<file path="src/rtl/hs_buf_pkg.sv">
package hs_buf_pkg;

  typedef enum logic [1:0] {
    L_IDLE = 2'd0,  // waiting for request
    L_SEEN = 2'd1,  // request seen, acknowledge due
    L_HELD = 2'd2,  // acknowledged, waiting for release
    L_DROP = 2'd3   // released, waiting for right side ack
  } lphase_t;

  typedef enum logic [1:0] {
    R_IDLE = 2'd0,  // waiting for forward token
    R_WAIT = 2'd1,  // request out, waiting for ack
    R_DONE = 2'd2,  // ack seen, request drop due
    R_REL  = 2'd3   // request dropped, waiting for ack low
  } rphase_t;

endpackage

</file>
<file path="src/rtl/hs_sync.sv">
module hs_sync #(
  parameter int STAGES = 2,
  parameter int WIDTH  = 1
) (
  input  logic             clk_i,
  input  logic             rst_ni,
  input  logic [WIDTH-1:0] d_i,
  output logic [WIDTH-1:0] q_o
);

  logic [WIDTH-1:0] stage_q [STAGES];

  for (genvar s = 0; s < STAGES; s++) begin : g_stage
    if (s == 0) begin : g_first
      always_ff @(posedge clk_i or negedge rst_ni) begin
        if (!rst_ni) stage_q[s] <= '0;
        else         stage_q[s] <= d_i;
      end
    end else begin : g_next
      always_ff @(posedge clk_i or negedge rst_ni) begin
        if (!rst_ni) stage_q[s] <= '0;
        else         stage_q[s] <= stage_q[s-1];
      end
    end
  end

  assign q_o = stage_q[STAGES-1];

endmodule

</file>
<file path="src/rtl/hs_token.sv">
// One-bit dependency token between the two channel sequencers.
module hs_token (
  input  logic clk_i,
  input  logic rst_ni,
  input  logic produce_i,
  input  logic consume_i,
  output logic full_o
);

  always_ff @(posedge clk_i or negedge rst_ni) begin
    if (!rst_ni) full_o <= 1'b0;
    else         full_o <= produce_i | (full_o & ~consume_i);
  end

endmodule

</file>
<file path="src/rtl/hs_left_ctl.sv">
module hs_left_ctl
  import hs_buf_pkg::*;
(
  input  logic    clk_i,
  input  logic    rst_ni,
  input  logic    req_s_i,
  input  logic    release_ok_i,
  output logic    ack_o,
  output logic    seen_o,
  output logic    done_o,
  output lphase_t phase_o
);

  lphase_t phase_q, phase_d;
  logic    ack_d;

  always_comb begin
    phase_d = phase_q;
    ack_d   = ack_o;
    seen_o  = 1'b0;
    done_o  = 1'b0;
    case (phase_q)
      L_IDLE: if (req_s_i) begin
        phase_d = L_SEEN;
        seen_o  = 1'b1;
      end
      L_SEEN: begin
        phase_d = L_HELD;
        ack_d   = 1'b1;
      end
      L_HELD: if (!req_s_i) phase_d = L_DROP;
      L_DROP: if (release_ok_i) begin
        phase_d = L_IDLE;
        ack_d   = 1'b0;
        done_o  = 1'b1;
      end
      default: phase_d = L_IDLE;
    endcase
  end

  always_ff @(posedge clk_i or negedge rst_ni) begin
    if (!rst_ni) begin
      phase_q <= L_IDLE;
      ack_o   <= 1'b0;
    end else begin
      phase_q <= phase_d;
      ack_o   <= ack_d;
    end
  end

  assign phase_o = phase_q;

endmodule

</file>
<file path="src/rtl/hs_right_ctl.sv">
module hs_right_ctl
  import hs_buf_pkg::*;
(
  input  logic    clk_i,
  input  logic    rst_ni,
  input  logic    fwd_ok_i,
  input  logic    ack_s_i,
  output logic    req_o,
  output logic    take_o,
  output logic    acked_o,
  output rphase_t phase_o
);

  rphase_t phase_q, phase_d;
  logic    req_d;

  always_comb begin
    phase_d = phase_q;
    req_d   = req_o;
    take_o  = 1'b0;
    acked_o = 1'b0;
    case (phase_q)
      R_IDLE: if (fwd_ok_i) begin
        phase_d = R_WAIT;
        req_d   = 1'b1;
        take_o  = 1'b1;
      end
      R_WAIT: if (ack_s_i) begin
        phase_d = R_DONE;
        acked_o = 1'b1;
      end
      R_DONE: begin
        phase_d = R_REL;
        req_d   = 1'b0;
      end
      R_REL: if (!ack_s_i) phase_d = R_IDLE;
      default: phase_d = R_IDLE;
    endcase
  end

  always_ff @(posedge clk_i or negedge rst_ni) begin
    if (!rst_ni) begin
      phase_q <= R_IDLE;
      req_o   <= 1'b0;
    end else begin
      phase_q <= phase_d;
      req_o   <= req_d;
    end
  end

  assign phase_o = phase_q;

endmodule

</file>
<file path="src/rtl/hs_buf_ctrl.sv">
module hs_buf_ctrl
  import hs_buf_pkg::*;
#(
  parameter int SYNC_STAGES = 2
) (
  input  logic clk_i,
  input  logic rst_ni,
  input  logic lreq_i,
  output logic lack_o,
  output logic rreq_o,
  input  logic rack_i
);

  localparam int SyncW = 2;

  logic [SyncW-1:0] sync_q;
  logic    lreq_s, rack_s;
  logic    l_seen, l_done, r_take, r_acked;
  logic    fwd_full, rel_full;
  lphase_t lphase;
  rphase_t rphase;

  hs_sync #(.STAGES(SYNC_STAGES), .WIDTH(SyncW)) u_sync (
    .clk_i (clk_i),
    .rst_ni(rst_ni),
    .d_i   ({rack_i, lreq_i}),
    .q_o   (sync_q)
  );

  assign lreq_s = sync_q[0];
  assign rack_s = sync_q[1];

  // left request seen -> right request allowed
  hs_token u_fwd_tok (
    .clk_i    (clk_i),
    .rst_ni   (rst_ni),
    .produce_i(l_seen),
    .consume_i(r_take),
    .full_o   (fwd_full)
  );

  // right acknowledge seen -> left acknowledge may drop
  hs_token u_rel_tok (
    .clk_i    (clk_i),
    .rst_ni   (rst_ni),
    .produce_i(r_acked),
    .consume_i(l_done),
    .full_o   (rel_full)
  );

  hs_left_ctl u_left (
    .clk_i       (clk_i),
    .rst_ni      (rst_ni),
    .req_s_i     (lreq_s),
    .release_ok_i(rel_full),
    .ack_o       (lack_o),
    .seen_o      (l_seen),
    .done_o      (l_done),
    .phase_o     (lphase)
  );

  hs_right_ctl u_right (
    .clk_i   (clk_i),
    .rst_ni  (rst_ni),
    .fwd_ok_i(fwd_full),
    .ack_s_i (rack_s),
    .req_o   (rreq_o),
    .take_o  (r_take),
    .acked_o (r_acked),
    .phase_o (rphase)
  );

endmodule

</file>
<file path="config.mk">
export PLATFORM = sky130hd
export DESIGN_NAME = hs_buf_ctrl
export DESIGN_NICKNAME = d
export VERILOG_FILES = /design/src/rtl/hs_buf_pkg.sv /design/src/rtl/hs_sync.sv /design/src/rtl/hs_token.sv /design/src/rtl/hs_left_ctl.sv /design/src/rtl/hs_right_ctl.sv /design/src/rtl/hs_buf_ctrl.sv
export SDC_FILE = /design/constraint.sdc
export NUM_CORES = 1
export LEC_CHECK = 0
export ABC_AREA = 1
export BUFFER_PORTS_ARGS = -buffer_cell sky130_fd_sc_hd__buf_2
export CORE_ASPECT_RATIO = 0.9
export CORE_MARGIN = 2
export CORE_UTILIZATION = 40
export CTS_CLUSTER_SIZE = 10
export DETAILED_ROUTE_END_ITERATION = 6
export PLACE_DENSITY = 0.65
export SLEW_MARGIN = 5
export SYNTH_ARGS = -nofsm -noshare
export SYNTH_HDL_FRONTEND = slang
export SYNTH_HIERARCHICAL = 1
export SYNTH_SLANG_ARGS = --single-unit
</file>
<file path="constraint.sdc">
create_clock -name clk_i -period 1.4 [get_ports clk_i]
set_input_delay 0 -clock clk_i [delete_from_list [all_inputs] [get_ports clk_i]]
set_output_delay 0 -clock clk_i [all_outputs]
set_load 0.005 [all_outputs]
</file>
; After elaboration in Yosys (flattened, before gate mapping)
; Cells that the tools add are included.
[totals]
regBits = 12
in_bits = 4
out_inout_bits = 2
elab_cells = 54
[op_classes]
n_eq_ne = 12
muxes = 20
n_bitwise = 6
n_reduce_logical = 8
[ops]
columns = operator, n
row1 = one-hot mux 2 bit (4 select lines), 2
row2 = 2-to-1 mux 2 bit, 6
row3 = "!= test 2 bit, second input constant", 6
row4 = 2-to-1 mux 1 bit, 10
row5 = "equality test 2 bit, second input constant", 4
row6 = AND reduction 3 bit, 2
row7 = "equality test 2 x 1 -> 1 bit, second input constant", 2
row8 = zero test 2 bit, 2
row9 = one-hot mux 1 bit (2 select lines), 2
row10 = AND reduction 2 bit, 2
row11 = nonzero test 2 bit, 2
row12 = bitwise AND 1 bit, 2
row13 = NOT 1 bit, 2
row14 = bitwise OR 1 bit, 2

; Longest topological paths before layout
; Gate-level depths: netlist (run 1).
[logic_depth]
word_depth = 5
mapped_depth = 7
depth_no_buf = 7

; Cells and area by module
; The synthesis (run 1) kept the hierarchy.
[by_module_without_submodules]
columns = mod, n_inst, cells_each, area_each_um2, seq_area_each_um2
row1 = hs_right_ctl, 1, 35, 261.5, 75.1
row2 = hs_left_ctl, 1, 34, 246.5, 75.1
row3 = hs_sync, 1, 6, 115.1, 100.1
row4 = hs_token, 2, 5, 40.0, 25.0

; Worst setup path before layout (run 1)
; No wires, ideal clock.
[synth_path]
kind = reg-to-reg
from = reg u_right.phase_q[0] (netlist: u_right/phase_o[0])
to = reg u_right.phase_q[0] (netlist: u_right/phase_o[0])
setup_ns = 0.117
t_arrival_ns = 0.949
t_required_ns = 1.283
path_slack_ns = 0.334
stages_incl_launch_ff = 6
n_path_buf = 0
period_less_slack_ns = 1.066
path_cell_list = dfrtp_1 -> inv_1 -> ha_1 -> or2_1 -> nand3_1 -> nand2_1
[synth_via]
elab_chain_len = 3
word_cells_on_any_way = 9
classes_between = eq/ne: 6 / mux: 1 / reduce/logical: 2
[synth_rtl]
columns = item, line_no
row1 = "start, declared", hs_right_ctl.sv:14  ; rphase_t phase_q, phase_d;
row2 = "start signal, assigned", hs_right_ctl.sv:46  ; phase_q <= phase_d;
row3 = equality test 2 bit (tied with other cells), hs_right_ctl.sv:22  ; case (phase_q)
row4 = != test 2 bit (no line), n/a
row5 = AND reduction 3 bit (no line), n/a
; Several ways; a longest one is shown, not always the timed one.
; A chain may end at the register's enable or synchronous reset.

; Worst setup path after layout (run 1)
[layout_path]
from = reg u_right.phase_q[0] (netlist: u_right/phase_o[0])
to = reg u_right.req_o
[layout_via]
elab_chain_len = 3
word_cells_on_any_way = 6
classes_between = eq/ne: 2 / mux: 1 / reduce/logical: 3
[layout_rtl]
columns = item, line_no
row1 = equality test 2 bit / zero test 2 bit (equally long branches), hs_right_ctl.sv:22
row2 = nonzero test 2 bit (no line) / != test 2 bit (equally long branches), n/a
row3 = AND reduction 2 bit (no line), n/a
row4 = "end signal, assigned", hs_right_ctl.sv:47  ; req_o <= req_d;
row5 = "end, declared", hs_right_ctl.sv:8  ; output logic req_o,
; Several ways; a longest one is shown, not always the timed one.

==> qor.yml, run 1 <==
power_and_ir_drop:
  combPwrFrac: 0.482
  p_switching_uw: 612
  leakagePower_uw: 0.000479
  pwr-share-seq: 0.383
  cellPowerDensity_nw_per_um2: 1840
  switching_share: 0.417
  clkPwrFrac: 0.135
  internal_power_uw: 856
  max-vdd-ir-drop_mv: 1.10
worst_setup_path:
  regToRegStartpoint: "u_right/phase_o[0]$_DFFE_PN0P_"
  crit_path_start: "u_right/phase_o[0]$_DFFE_PN0P_"
  worstPathArrival_ns: 1.31
  slowest_delay_ns: 0.39
  reg2reg_to: "u_right/req_o$_DFFE_PN0P_"
  timing.critical_path.from_type: "flip-flop"
  cp_data_required_time_ns: 1.55
  cp-end-kind: "flip-flop"
  crit_type: "reg -> reg"
  worst_path_most_repeated_cell: "sky130_fd_sc_hd__inv_1"
  r2r_slack_ns: 0.24
  endpoint: "u_right/req_o$_DFFE_PN0P_"
  critPathMaxFanout: 4
  path_cells: "inv_1 -> ha_1 -> nand2_1 -> inv_1 -> o21ai_0 -> inv_1"
  rr_worst_depth: 6
  critical-path-slowest-cell: "sky130_fd_sc_hd__dfrtp_1"
sta:
  finalMaxSlewViolations: 0
  hold_fails_final_rpt: 0
  min_period_over_period: 0.829
  worst_hold_slack_ns: 0.150
  transition_at_the_pin_with_the_smallest_max_transition_slack_ns: 0.257
  timing.final.crit_period_ns: 1.16
  max_slew_margin: 0.829
  finalSetupTns_ns: 0
  fin_skew_ns: 0.00274
  final-setup-viol-count: 0
  achievable-frequency_mhz: 861
  rsz0062_at_grt: "false"
floorplan:
  floorplan.initialDensity: 0.423
  core.rowCount: 14
  floorplan.die_area_sq_um: 2110
  die_w_um: 48.2
  ioPinCount: 6
  die_y_extent_um: 43.8
  placeableCoreArea_sq_um: 1660
placement:
  io_buffers: 5
  place_hpwl_um: 822
  instance_area_at_placement_sq_um: 743
  post_placement_cell_count: 112
  gp_congestion: 0.705
finish:
  postLayoutCoreUtil: 0.478
  layout_commonest_cell: "sky130_fd_sc_hd__nand2_1"
  syn2layout_area_growth_pct: 13.2
  highest_count_cells_in_the_layout_ignoring_fill_and_taps: "sky130_fd_sc_hd__nand2_1, sky130_fd_sc_hd__inv_1, sky130_fd_sc_hd__dfrtp_1"
  nFillCells: 164
  post_route_cells_drive_above_1_share: 0.170
  stdcell_area_sq_um: 796
  instances_no_fill: 118
  antennaDiodeCount: 0
  num-nets-final: 109
synthesis:
  synth_seq_area_share: 0.427
  synthesis.yosys.warnings: 6
  synthDistinctLibCells: 14
  synth.net_count: 98
  syn-instance-count: 85
  synth.ff_latch_count: 12
  syn-mean-instance-area_sq_um: 8.27
  synthesis.area_sq_um: 703
routing:
  route.final.wire_length_mm: 1.03
  drtPass1Iterations: 4
  routed_via_density: 4.06
  final_antenna_net_count: 0
  vias: 479
  route.detailed.wl_per_inst_um: 8.74
  drc: 0
  drt_iter0_drc: 9
clock_tree:
  cts.path.max_buffers: 2
  cts.htree.levels: 1
  worst_setup_hold_path_clk_slew_ns: 0.07
  cts.repair_timing.setup_buffer_count: 0
  clock_sinks: 12
  clk_latency_ns: 0.26
  tritoncts: "built"
  clock-root-buffer: "sky130_fd_sc_hd__clkbuf_4"
  cts-buffers-inserted: 3
global_routing:
  grt_pass1_wl_mm: 1.80
  maximum_number_of_pins_on_one_net_before_global_route_repair: 13
  overflow: 0
  grt_pass1_vias: 441
  grt.total_usage: 0.122
  antenna_violations_before_repair: 0
flow_run:
  maxCapViolCount: 0
status:
  outcome: "completed"
hold_path:
  hold_path_class: "in -> async"
==> cell families (layout without fill, tap and decap cells) <==
logic type / count (synthesis) / in the layout / synth area share
and+or+nand+nor: 38 / 38 / 0.260
buffers and inverters: 24 / 33 / 0.139
DFF: 12 / 12 / 0.427
adders and majority gates: 9 / 9 / 0.160
AOI/OAI and AO/OA: 2 / 2 / 0.0142
==> per-stage QoR <==
step	power, uW	setup WS [ns]
after global placement	1260	0.277
after CTS	1490	0.236
after global routing	1640	0.0967
after floorplan	1120	0.334
after detailed placement	1280	0.257
final	1470	0.239
==> sequential cells by signal, indices dropped and copies added, names as in the netlist <==
name              flops
u_fwd_tok/full_o      1
u_left/ack_o          1
u_left/phase_o        2
u_rel_tok/full_o      1
u_right/phase_o       2
u_right/req_o         1
u_sync/q_o            2
u_sync/stage_q        2
==> power groups by stage <==
| stage | Sequential, uW | Clock [uW] | Combinational, uW |
|---|---|---|---|
| 3_5_place_dp | 572 | 0 | 707 |
| 2_1_floorplan | 553 | 0 | 562 |
| 3_3_place_gp | 568 | 0 | 687 |
| 5_1_grt | 587 | 225 | 824 |
| 4_1_cts | 565 | 206 | 718 |
| 6_report | 563 | 198 | 707 |
==> cell type report <==
cell class,instances,area [sq um],share of cell area
multi-input cells,49,305,0.384
flip-flops and latches,12,300,0.377
inverters,22,82.6,0.104
repair buffers,8,55.1,0.0692
well taps,24,30.0,0.0377
clock buffers,3,22.5,0.0283
==> worst min path at each step <==
stage | endpoint | slack (ns) | cells past startpoint
after floorplan | u_fwd_tok/full_o$_DFF_PN0_ | -0.30 | 0
after global placement | u_sync/stage_q[2]$_DFF_PN0_ | -0.12 | 1
after detailed placement | u_sync/stage_q[2]$_DFF_PN0_ | -0.11 | 1
after CTS | u_sync/stage_q[3]$_DFF_PN0_ | 0.14 | 2
after global routing | u_sync/stage_q[3]$_DFF_PN0_ | 0.18 | 2
final | u_fwd_tok/full_o$_DFF_PN0_ | 0.15 | 2
==> synth_stat cells <==
library cell,n,area (sq um)
sky130_fd_sc_hd__inv_2,2,7.51
sky130_fd_sc_hd__a21oi_1,1,5.00
sky130_fd_sc_hd__nand3_2,2,20.0
sky130_fd_sc_hd__nand2_4,2,22.5
sky130_fd_sc_hd__inv_1,20,75.1
sky130_fd_sc_hd__nand2_1,26,97.6
sky130_fd_sc_hd__nand3_1,4,20.0
sky130_fd_sc_hd__ha_1,9,113
sky130_fd_sc_hd__dfrtp_1,12,300
sky130_fd_sc_hd__o21ai_0,1,5.00
sky130_fd_sc_hd__or2_1,1,6.26
sky130_fd_sc_hd__nor2_1,1,3.75
sky130_fd_sc_hd__buf_4,2,15.0
sky130_fd_sc_hd__nand2_2,2,12.5
==> what timing repair did <==
item | 4_1_cts | 5_1_grt
gates resized for setup | 0 | 0
setup endpoints to repair | 0 | 0
endpoints found under the hold margin | 14 | 0
hold buffers | 3 | 0
==> worst max-delay path: cells and delay by family (launching register included) <==
kind            cells  cell delay [ns]
compound gates      1             0.14
fa+ha+maj           1             0.24
buf+inv             3             0.20
flops               1             0.39
simple gates        1             0.07
==> routing by layer <==
metal,wire (um),vias to the layer above,part of all wire,GRT usage
met2,475,5,0.46,0.174
met4,0,0,0,0.0486
li1,-,266,-,-
met5,0,-,0,0
met3,22,0,0.021,0.0250
met1,534,208,0.52,0.179
(Power assumes the default switching activity.)
==> run 2, diff against run 1 <==
--- a/config.mk
+++ b/config.mk
@@ -5,7 +5,7 @@
 export SDC_FILE = /design/constraint.sdc
 export NUM_CORES = 1
 export LEC_CHECK = 0
-export ABC_AREA = 1
+export ABC_AREA = 0
 export BUFFER_PORTS_ARGS = -buffer_cell sky130_fd_sc_hd__buf_2
 export CORE_ASPECT_RATIO = 0.9
 export CORE_MARGIN = 2
==> constraint.sdc (replaced) <==
create_clock -name clk_i -period 1.2 [get_ports clk_i]
set_input_delay 0 -clock clk_i [delete_from_list [all_inputs] [get_ports clk_i]]
set_output_delay 0 -clock clk_i [all_outputs]
set_load 0.005 [all_outputs]
==> run 2 against run 1 <==
Effect of this change: the run now ends with setup timing left; clock power is 19% higher; global-route usage is 2.7 points higher; count of clock-buffer cells in the layout stayed put; non-clock buffer count is 15 higher; sequential power is 27% higher; register-to-register slack worse by 0.49 ns; design area is 19% higher; final cell count is 14% lower; highest routed layer is now met4.
==> qor.yml, run 2 <==
finish:
  post_route_cells_drive_above_1_share: 0.595  # +0.425
  regArea_sq_um: 303  # +0.83%
  highest_count_cells_in_the_layout_ignoring_fill_and_taps: "sky130_fd_sc_hd__buf_4, sky130_fd_sc_hd__dfrtp_1, sky130_fd_sc_hd__buf_2"
  instances_no_fill: 101  # -14%
  multi_input_area_sq_um: 377  # +23%
  postLayoutCoreUtil: 0.638  # +0.160
  nFillCells: 108  # -34%
  layout_commonest_cell: "sky130_fd_sc_hd__buf_4"
  num-nets-final: 94  # -14%
  syn2layout_area_growth_pct: 46.6
  antennaDiodeCount: 0  # unchanged
synthesis:
  syn-mean-instance-area_sq_um: 11.7  # +42%
  synth_common_cells: "sky130_fd_sc_hd__dfrtp_1, sky130_fd_sc_hd__ha_1, sky130_fd_sc_hd__inv_1, sky130_fd_sc_hd__mux2i_1"
  synth.top_cell.area_share: 0.466  # +0.0390
  synth_edf_count: 0  # unchanged
  synth.net_count: 68  # -31%
  synthesis.area_sq_um: 644  # -8.4%
  prevailing_post_synth_register_cell: "sky130_fd_sc_hd__dfrtp_1"
  async_reset_ff_frac: 1.00  # unchanged
  synth.largest_area_cell: "sky130_fd_sc_hd__dfrtp_1"
  synthesis.yosys.warnings: 6  # unchanged
  ys_top_cells_by_area: "sky130_fd_sc_hd__dfrtp_1, sky130_fd_sc_hd__ha_1, sky130_fd_sc_hd__inv_1"
  synth_seq_area_share: 0.466  # +0.0390
  synth.ff_latch_count: 12  # unchanged
  yosys.cell_count.top_type: "sky130_fd_sc_hd__dfrtp_1"
  syn-instance-count: 55  # -35%
  synthDistinctLibCells: 21  # +7
sta:
  min_period_over_period: 1.21  # +0.380
  transition_at_the_pin_with_the_smallest_max_transition_slack_ns: 0.260  # +0.00248 ns
  timing.final.crit_period_ns: 1.45  # +0.290 ns
  achievable-frequency_mhz: 689  # -20%
  finalMaxSlewViolations: 0  # unchanged
  final_worst_slack_ns: -0.251  # -0.490 ns
  final-setup-viol-count: 5  # +5
  rsz0062_at_grt: "true"
  max_slew_margin: 0.827  # -0.00165
  fin_skew_ns: 0.00550  # +0.00276 ns
  hold_fails_final_rpt: 0  # unchanged
floorplan:
  die_y_extent_um: 42.1  # -3.9%
  floorplan.die_area_sq_um: 1950  # -7.7%
  ioPinCount: 6  # unchanged
  core.rowCount: 13  # -1
  floorplan.initialDensity: 0.435  # +0.0128
  placeableCoreArea_sq_um: 1480  # -11%
  die_w_um: 46.3  # -3.9%
status:
  outcome: "complete, but fails checks"
  violations: "setup timing"
worst_setup_path:
  regToRegStartpoint: "u_left/phase_o[0]$_DFFE_PN0P_"
  cp-end-kind: "flip-flop"
  cp_data_required_time_ns: 1.34  # -0.21 ns
  timing.critical_path.from_type: "flip-flop"
  reg2reg_to: "u_left/phase_o[1]$_DFFE_PN0P_"
  crit_type: "reg -> reg"
  critPathMaxFanout: 4  # unchanged
  r2r_slack_ns: -0.25  # -0.49 ns
  worstPathArrival_ns: 1.59  # +0.28 ns
  rr_worst_depth: 5  # -1
clock_tree:
  clk_latency_ns: 0.26  # about the same
  clock_sinks: 12  # unchanged
  cts.htree.levels: 1  # unchanged
  cts-buffers-inserted: 3  # unchanged
  tritoncts: "built"
  cts.path.max_buffers: 2  # unchanged
  clock-root-buffer: "sky130_fd_sc_hd__clkbuf_4"
  worst_setup_hold_path_clk_slew_ns: 0.07  # about the same
placement:
  io_buffers: 5  # unchanged
  post_placement_cell_count: 90  # -20%
  place_hpwl_um: 801  # -2.5%
  gp_congestion: 0.843  # +20%
routing:
  route.detailed.wl_per_inst_um: 11.9  # +36%
  vias: 451  # -5.8%
  final_antenna_net_count: 0  # unchanged
  route.final.wire_length_mm: 1.20  # +16%
  routed_via_density: 4.47  # +10%
  drtPass1Iterations: 4  # unchanged
  drc: 0  # unchanged
  drt_iter0_drc: 6  # -3
global_routing:
  antenna_violations_before_repair: 0  # unchanged
  overflow: 0  # unchanged
  grt_pass1_vias: 501  # +14%
  maximum_number_of_pins_on_one_net_before_global_route_repair: 13  # unchanged
  grt_pass1_wl_mm: 2.09  # +16%
  grt.total_usage: 0.149  # +0.0273
power_and_ir_drop:
  leakagePower_uw: 0.000450  # -6.0%
  cellPowerDensity_nw_per_um2: 2590  # +40%
  max-vdd-ir-drop_mv: 1.36  # +24%
hold_path:
  hold_path_class: "in -> async"
flow_run:
  maxCapViolCount: 0  # unchanged
## run 2: cell types whose count changed after synthesis, moves of 3 or more
cell / change
sky130_fd_sc_hd__mux2i_1: +3
sky130_fd_sc_hd__nand3_1: -4
sky130_fd_sc_hd__nand2_1: -26
sky130_fd_sc_hd__inv_1: -11
## run 2: worst max path at each step
stage | startpoint | endpoint | slack (ns) | cells past startpoint
global placement | u_left/phase_o[0]$_DFFE_PN0P_ | u_left/phase_o[1]$_DFFE_PN0P_ | -0.24 | 5
floorplan | u_left/phase_o[0]$_DFFE_PN0P_ | u_left/phase_o[1]$_DFFE_PN0P_ | -0.17 | 5
finish | u_left/phase_o[0]$_DFFE_PN0P_ | u_left/phase_o[1]$_DFFE_PN0P_ | -0.25 | 5
CTS | u_left/phase_o[1]$_DFFE_PN0P_ | u_left/phase_o[1]$_DFFE_PN0P_ | -0.23 | 5
global route | u_left/phase_o[0]$_DFFE_PN0P_ | u_left/phase_o[1]$_DFFE_PN0P_ | -0.29 | 5
detailed placement | u_left/phase_o[0]$_DFFE_PN0P_ | u_left/phase_o[1]$_DFFE_PN0P_ | -0.27 | 5
## run 2: cell families after synthesis
logic type | after synthesis | synth area share
and+or+nand+nor | 10 | 0.0952
DFF | 12 | 0.466
buffers and inverters | 11 | 0.0757
AOI/OAI and AO/OA | 8 | 0.101
adders and majority gates | 9 | 0.175
muxes | 5 | 0.0874
## run 2: worst max-delay path: stages (launching register included)
cell	delay, ns
sky130_fd_sc_hd__dfrtp_1	0.41
sky130_fd_sc_hd__inv_2	0.07
sky130_fd_sc_hd__ha_1	0.22
sky130_fd_sc_hd__nand2b_4	0.16
sky130_fd_sc_hd__a21oi_2	0.16
sky130_fd_sc_hd__mux2_4	0.31
## run 2: per-stage QoR
step	TNS, ns	power [uW]	hold WS, ns	instance area, sq um	setup slack (ns)
final	-0.717	2440	0.124	945	-0.251
after global routing	-0.975	2620	0.175	945	-0.289
after CTS	-0.606	2290	0.135	911	-0.231
after detailed placement	-0.558	1720	-0.116	762	-0.275
after global placement	-0.511	1660	-0.108	762	-0.237
after floorplan	-0.218	1310	-0.296	649	-0.173
## run 2: per-layer routing
layer / up-vias / track usage / share of wire
met3: 2 / 0.0129 / 0.022
li1: 225 / - / -
met2: 8 / 0.233 / 0.50
met1: 216 / 0.201 / 0.47
met5: - / 0 / 0
met4: 0 / 0.0743 / 0.0042
## run 2: report_power, final
part	total (uW)	switching, uW	internal, uW	leakage (uW)
combinational	1500	593	902	0.000300
sequential	714	153	562	0.000137
clock	235	119	116	0.0000138
## run 2: layout make-up
| type | count | area share |
|---|---|---|
| clock buffer | 3 | 0.0238 |
| sequential | 12 | 0.321 |
| multi-input combinational | 32 | 0.399 |
| inverter | 9 | 0.0384 |
| timing repair buffer | 23 | 0.189 |
| tap | 22 | 0.0291 |
## run 2: timing repair
action / CTS / global route
endpoints found under the hold margin: 14 / 0
setup buffers: 4 / 1
pin swaps: 3 / 2
hold buffers: 3 / 0
endpoints found under the setup margin: 5 / 7
resized for setup: 15 / 9
